### src/rtl/johnson_pkg.sv
package johnson_pkg;

  // Command strobes issued by the control to the chain register.
  typedef struct packed {
    logic clear;
    logic load;
    logic shift;
  } ringCmd_t;

endpackage

### src/rtl/johnson_decode.sv
module johnson_decode #(
  parameter int STAGES = 5
) (
  input  logic [STAGES-1:0]   ringQ,
  output logic [2*STAGES-1:0] stateHot,
  output logic                legal
);
  localparam int STATES = 2 * STAGES;
  localparam int CW     = $clog2(STAGES + 1);

  logic [STAGES-2:0]  stepDiff;
  logic [CW-1:0]      diffCount;
  logic [STATES-1:0]  rawHot;

  // Changes between neighbouring bits along the chain (not around it).
  assign stepDiff = ringQ[STAGES-2:0] ^ ringQ[STAGES-1:1];

  always_comb begin
    diffCount = '0;
    for (int i = 0; i < STAGES - 1; i++) begin
      diffCount = diffCount + CW'(stepDiff[i]);
    end
  end

  assign legal = (diffCount <= CW'(1));

  // Each state is one AND of two neighbouring stage bits.
  for (genvar k = 0; k < STATES; k++) begin : g_term
    if (k == 0) begin : g_zero
      assign rawHot[k] = ~ringQ[STAGES-1] & ~ringQ[0];
    end else if (k < STAGES) begin : g_fill
      assign rawHot[k] = ringQ[k-1] & ~ringQ[k];
    end else if (k == STAGES) begin : g_full
      assign rawHot[k] = ringQ[STAGES-1] & ringQ[0];
    end else begin : g_drain
      assign rawHot[k] = ~ringQ[k-STAGES-1] & ringQ[k-STAGES];
    end
  end

  assign stateHot = legal ? rawHot : '0;

endmodule

### src/rtl/johnson_ctrl.sv
module johnson_ctrl
  import johnson_pkg::*;
#(
  parameter int STAGES   = 5,
  parameter bit TRUNC_EN = 1'b0,
  parameter int TRUNC_AT = 0
) (
  input  logic                rst,
  input  logic                loadEn,
  input  logic                legal,
  input  logic [2*STAGES-1:0] stateHot,
  output ringCmd_t            cmd
);
  localparam int STATES  = 2 * STAGES;
  localparam int HIT_IDX = (TRUNC_AT >= 0 && TRUNC_AT < STATES) ? TRUNC_AT : 0;

  logic truncHit;
  logic unusedHot;

  assign unusedHot = ^stateHot;

  if (TRUNC_EN) begin : g_trunc
    assign truncHit = stateHot[HIT_IDX];
  end else begin : g_notrunc
    assign truncHit = 1'b0;
  end

  always_comb begin
    cmd = '0;
    if (rst) begin
      cmd.clear = 1'b1;
    end else if (loadEn) begin
      cmd.load = 1'b1;
    end else if (!legal) begin
      cmd.clear = 1'b1;
    end else if (truncHit) begin
      cmd.clear = 1'b1;
    end else begin
      cmd.shift = 1'b1;
    end
  end

endmodule

### src/rtl/johnson_path.sv
module johnson_path
  import johnson_pkg::*;
#(
  parameter int STAGES = 5
) (
  input  logic              clk,
  input  ringCmd_t          cmd,
  input  logic [STAGES-1:0] loadVal,
  output logic [STAGES-1:0] ringQ
);
  always_ff @(posedge clk) begin
    if (cmd.clear) begin
      ringQ <= '0;
    end else if (cmd.load) begin
      ringQ <= loadVal;
    end else if (cmd.shift) begin
      ringQ <= {ringQ[STAGES-2:0], ~ringQ[STAGES-1]};
    end
  end

endmodule

### src/rtl/johnson_ring.sv
module johnson_ring
  import johnson_pkg::*;
#(
  parameter int STAGES   = 5,
  parameter bit TRUNC_EN = 1'b0,
  parameter int TRUNC_AT = 0
) (
  input  logic                clk,
  input  logic                rst,
  input  logic                loadEn,
  input  logic [STAGES-1:0]   loadVal,
  output logic [STAGES-1:0]   stageOut,
  output logic [2*STAGES-1:0] stateHot,
  output logic                trapHit
);
  ringCmd_t          cmd;
  logic              legal;
  logic [STAGES-1:0] ringQ;

  johnson_decode #(.STAGES(STAGES)) u_decode (
    .ringQ   (ringQ),
    .stateHot(stateHot),
    .legal   (legal)
  );

  johnson_ctrl #(
    .STAGES  (STAGES),
    .TRUNC_EN(TRUNC_EN),
    .TRUNC_AT(TRUNC_AT)
  ) u_ctrl (
    .rst     (rst),
    .loadEn  (loadEn),
    .legal   (legal),
    .stateHot(stateHot),
    .cmd     (cmd)
  );

  johnson_path #(.STAGES(STAGES)) u_path (
    .clk    (clk),
    .cmd    (cmd),
    .loadVal(loadVal),
    .ringQ  (ringQ)
  );

  assign stageOut = ringQ;
  assign trapHit  = ~legal;

endmodule

### config.mk
export PLATFORM = sky130hd
export DESIGN_NAME = johnson_ring
export DESIGN_NICKNAME = d
export VERILOG_FILES = /design/src/rtl/johnson_pkg.sv /design/src/rtl/johnson_decode.sv /design/src/rtl/johnson_ctrl.sv /design/src/rtl/johnson_path.sv /design/src/rtl/johnson_ring.sv
export SDC_FILE = /design/constraint.sdc
export NUM_CORES = 1
export LEC_CHECK = 0
export ABC_CLOCK_PERIOD_IN_PS = 2400
export BUFFER_PORTS_ARGS = -buffer_cell sky130_fd_sc_hd__buf_4
export CORE_UTILIZATION = 44
export CTS_BUF_LIST = sky130_fd_sc_hd__clkbuf_8
export CTS_CLUSTER_DIAMETER = 60
export DETAILED_ROUTE_END_ITERATION = 8
export GPL_TIMING_DRIVEN = 0
export PLACE_DENSITY = 0.77
export SETUP_SLACK_MARGIN = 0.5
export SYNTH_ARGS = -nofsm -noshare
export SYNTH_HDL_FRONTEND = slang
export SYNTH_HIERARCHICAL = 1
export SYNTH_SLANG_ARGS = --single-unit
### constraint.sdc
create_clock -name clk -period 2.4 [get_ports clk]
set_input_delay 0.12 -clock clk [delete_from_list [all_inputs] [get_ports clk]]
set_output_delay 0.12 -clock clk [all_outputs]
set_load 0.02 [all_outputs]
==> impl_metrics.ini <==
[status]
status = finished clean

[clocking]
clock-sinks = 5
cts_root_buf = clkbuf_8
htreeDepth = 1
tritoncts = done
clk-insertion-delay-late_ps = 220
cts_buffers = 3
clk_pin_slew_ps = 40
clockBufferDepth = 2
hold_buffers = 0

[sta]
setup_viol = 0
drv_slew = 0
fmax_ghz = 0.447
post-route-period-util = 0.933
rsz0062_at_grt = yes
worst_pin_slew_ps = 232
skew_ps = 3.80
slew_headroom = 0.845
fin_ws_ps = 161
final_hold_viol_count = 0
setup_tns_ps = 0
hold-worst-slack_ps = 206
fin_crit_ps = 2240

[placed_design]
place.gp.congestion = 0.635
dpl.hpwl_um = 909
place_ws_ps = 58.3
portBuffers = 23

[yosys]
avgSynthCellArea_um2 = 9.99
synthCells = 58
netlist_area_um2 = 579
synth.distinct_cells = 19
async_flop_share = 0
synth-main-ff-cell = dfxtp_1
synth_warnings = 6
synth_top_area_frac = 0.173
synth-edff-count = 0
synth_nets = 75
yosysSeqAreaShare = 0.173
yosysTopAreaCell = dfxtp_1
synthTopCellsByArea = dfxtp_1 17%, ha_1 17%, nor3b_2 17%
synth_seq_cells = 5

[min_path]
min_path_type = primary input to flip-flop
worstHoldPathCells = 3

[floorplanning]
rows = 12
initial_utilization = 0.495
pin_count = 24
die_area_um2 = 1470
core-area_um2 = 1170
dieWidth_um = 38.3
die_h_um = 38.3

[route]
vias = 520
antenna_left = 0
drt_iter0_drc = 6
drc = 0
vias_per_cell = 4.77
wire_per_inst_um = 11.5
drt_pass1_iterations = 2
routed_wl_mm = 1.26

[worst_setup_path]
crit_required_ps = 2520
path_max_fanout = 6
start_kind = flip-flop
criticalPathCategory = flip-flop to flip-flop
critical_path.endpoint_type = flip-flop
reg2reg_depth = 11
arrival_ps = 2360

[run]
maxCapViolations = 0

[global_route]
gr-total-overflow = 0
grt_pass1_wl_mm = 2.09
antenna_found_initial = 0
grtUsageTotal = 0.217
grt_max_degree = 11
first_global_vias = 523

[final_layout]
final_cell_mix = 33 x buf_4, 9 x nor3b_2, 5 x ha_1, 5 x nor2b_1
fillers = 72
nets = 113
top_regs = u_path/ringQ x5
antenna_cells = 0
final_common_cell = buf_4
drive_gt1_frac = 0.737
largest_reg_flops = 5
area_delta_synth_final_pct = 70.2
max_flop_register = u_path/ringQ

[power]
ir_drop_mv = 0.599
p_leak_uw = 0.000468
finalPower_uw = 797
p_per_area_nw_per_um2 = 808
## critical path: stages (launching register included)
cell and delay, ps:
dfxtp_4 350, inv_4 40, ha_4 250, inv_2 30, fa_1 520, nor2b_4 160
buf_8 110, nor2_4 30, nor3b_2 150, buf_6 130, nand2b_4 130, a311oi_1 230
## synthesized netlist by cell type (2+ instances only)
cell       n
inv_1     10
nor3b_2    8
mux2i_1    4
dfxtp_1    5
nand2b_1   2
nor2b_1    5
ha_1       8
buf_6      2
a211oi_1   4
## layout make-up
type / instances / area (um2) / area share
buffer: 3 / 33.8 / 0.0343
clock buffer: 3 / 41.3 / 0.0419
clock inverter: 1 / 3.75 / 0.00381
inverter: 10 / 45.0 / 0.0457
multi-input combinational: 40 / 479 / 0.486
sequential: 5 / 114 / 0.115
tap: 14 / 17.5 / 0.0178
timing repair buffer: 33 / 251 / 0.255
## timing repair
item,in CTS,in global routing
resized for setup,4,1
hold endpoints to repair,0,0
endpoints found under the setup margin,16,16
pin swaps,5,0
buffers inserted,10,0
## metrics by stage
step / utilization / area [um2] / std cells
2_1_floorplan: - / 659 / 58
3_3_place_gp: 0.725 / 850 / 95
3_5_place_dp: 0.725 / 850 / 95
4_1_cts: 0.839 / 982 / 109
5_1_grt: 0.842 / 986 / 109
6_report: 0.842 / 986 / 109
## power by group
part           switching (uW)  total (uW)  internal, uW
Sequential               21.0         121           100
Combinational             261         527           266
Clock                    39.6         149           109
Total                     321         797           476
## layer usage
layer,GRT usage,wire [um],part of all wire
met1,0.218,506,0.40
met4,0.161,10,0.0080
met5,0,0,0
met2,0.407,699,0.56
met3,0.0174,40,0.032
## final timing paths
path                                                   start                           end  slack (ps)
worst max-delay path            u_path/ringQ[3]$_SDFFE_PP0P_  u_path/ringQ[0]$_SDFFE_PP0P_         160
worst min register to register  u_path/ringQ[4]$_SDFFE_PP0P_  u_path/ringQ[4]$_SDFFE_PP0P_         610
worst max register to register  u_path/ringQ[3]$_SDFFE_PP0P_  u_path/ringQ[0]$_SDFFE_PP0P_         160
worst min-delay path                              loadVal[4]  u_path/ringQ[4]$_SDFFE_PP0P_         210
## cell families (layout without fill, tap and decap cells)
logic type,count (synthesis),count (layout),synth area share
buffers and inverters,13,50,0.117
AOI/OAI and AO/OA,6,6,0.0799
adders and majority gates,9,9,0.207
muxes,4,4,0.0691
DFF,5,5,0.173
and+or+nand+nor,21,21,0.354
(Power assumes the default switching activity.)
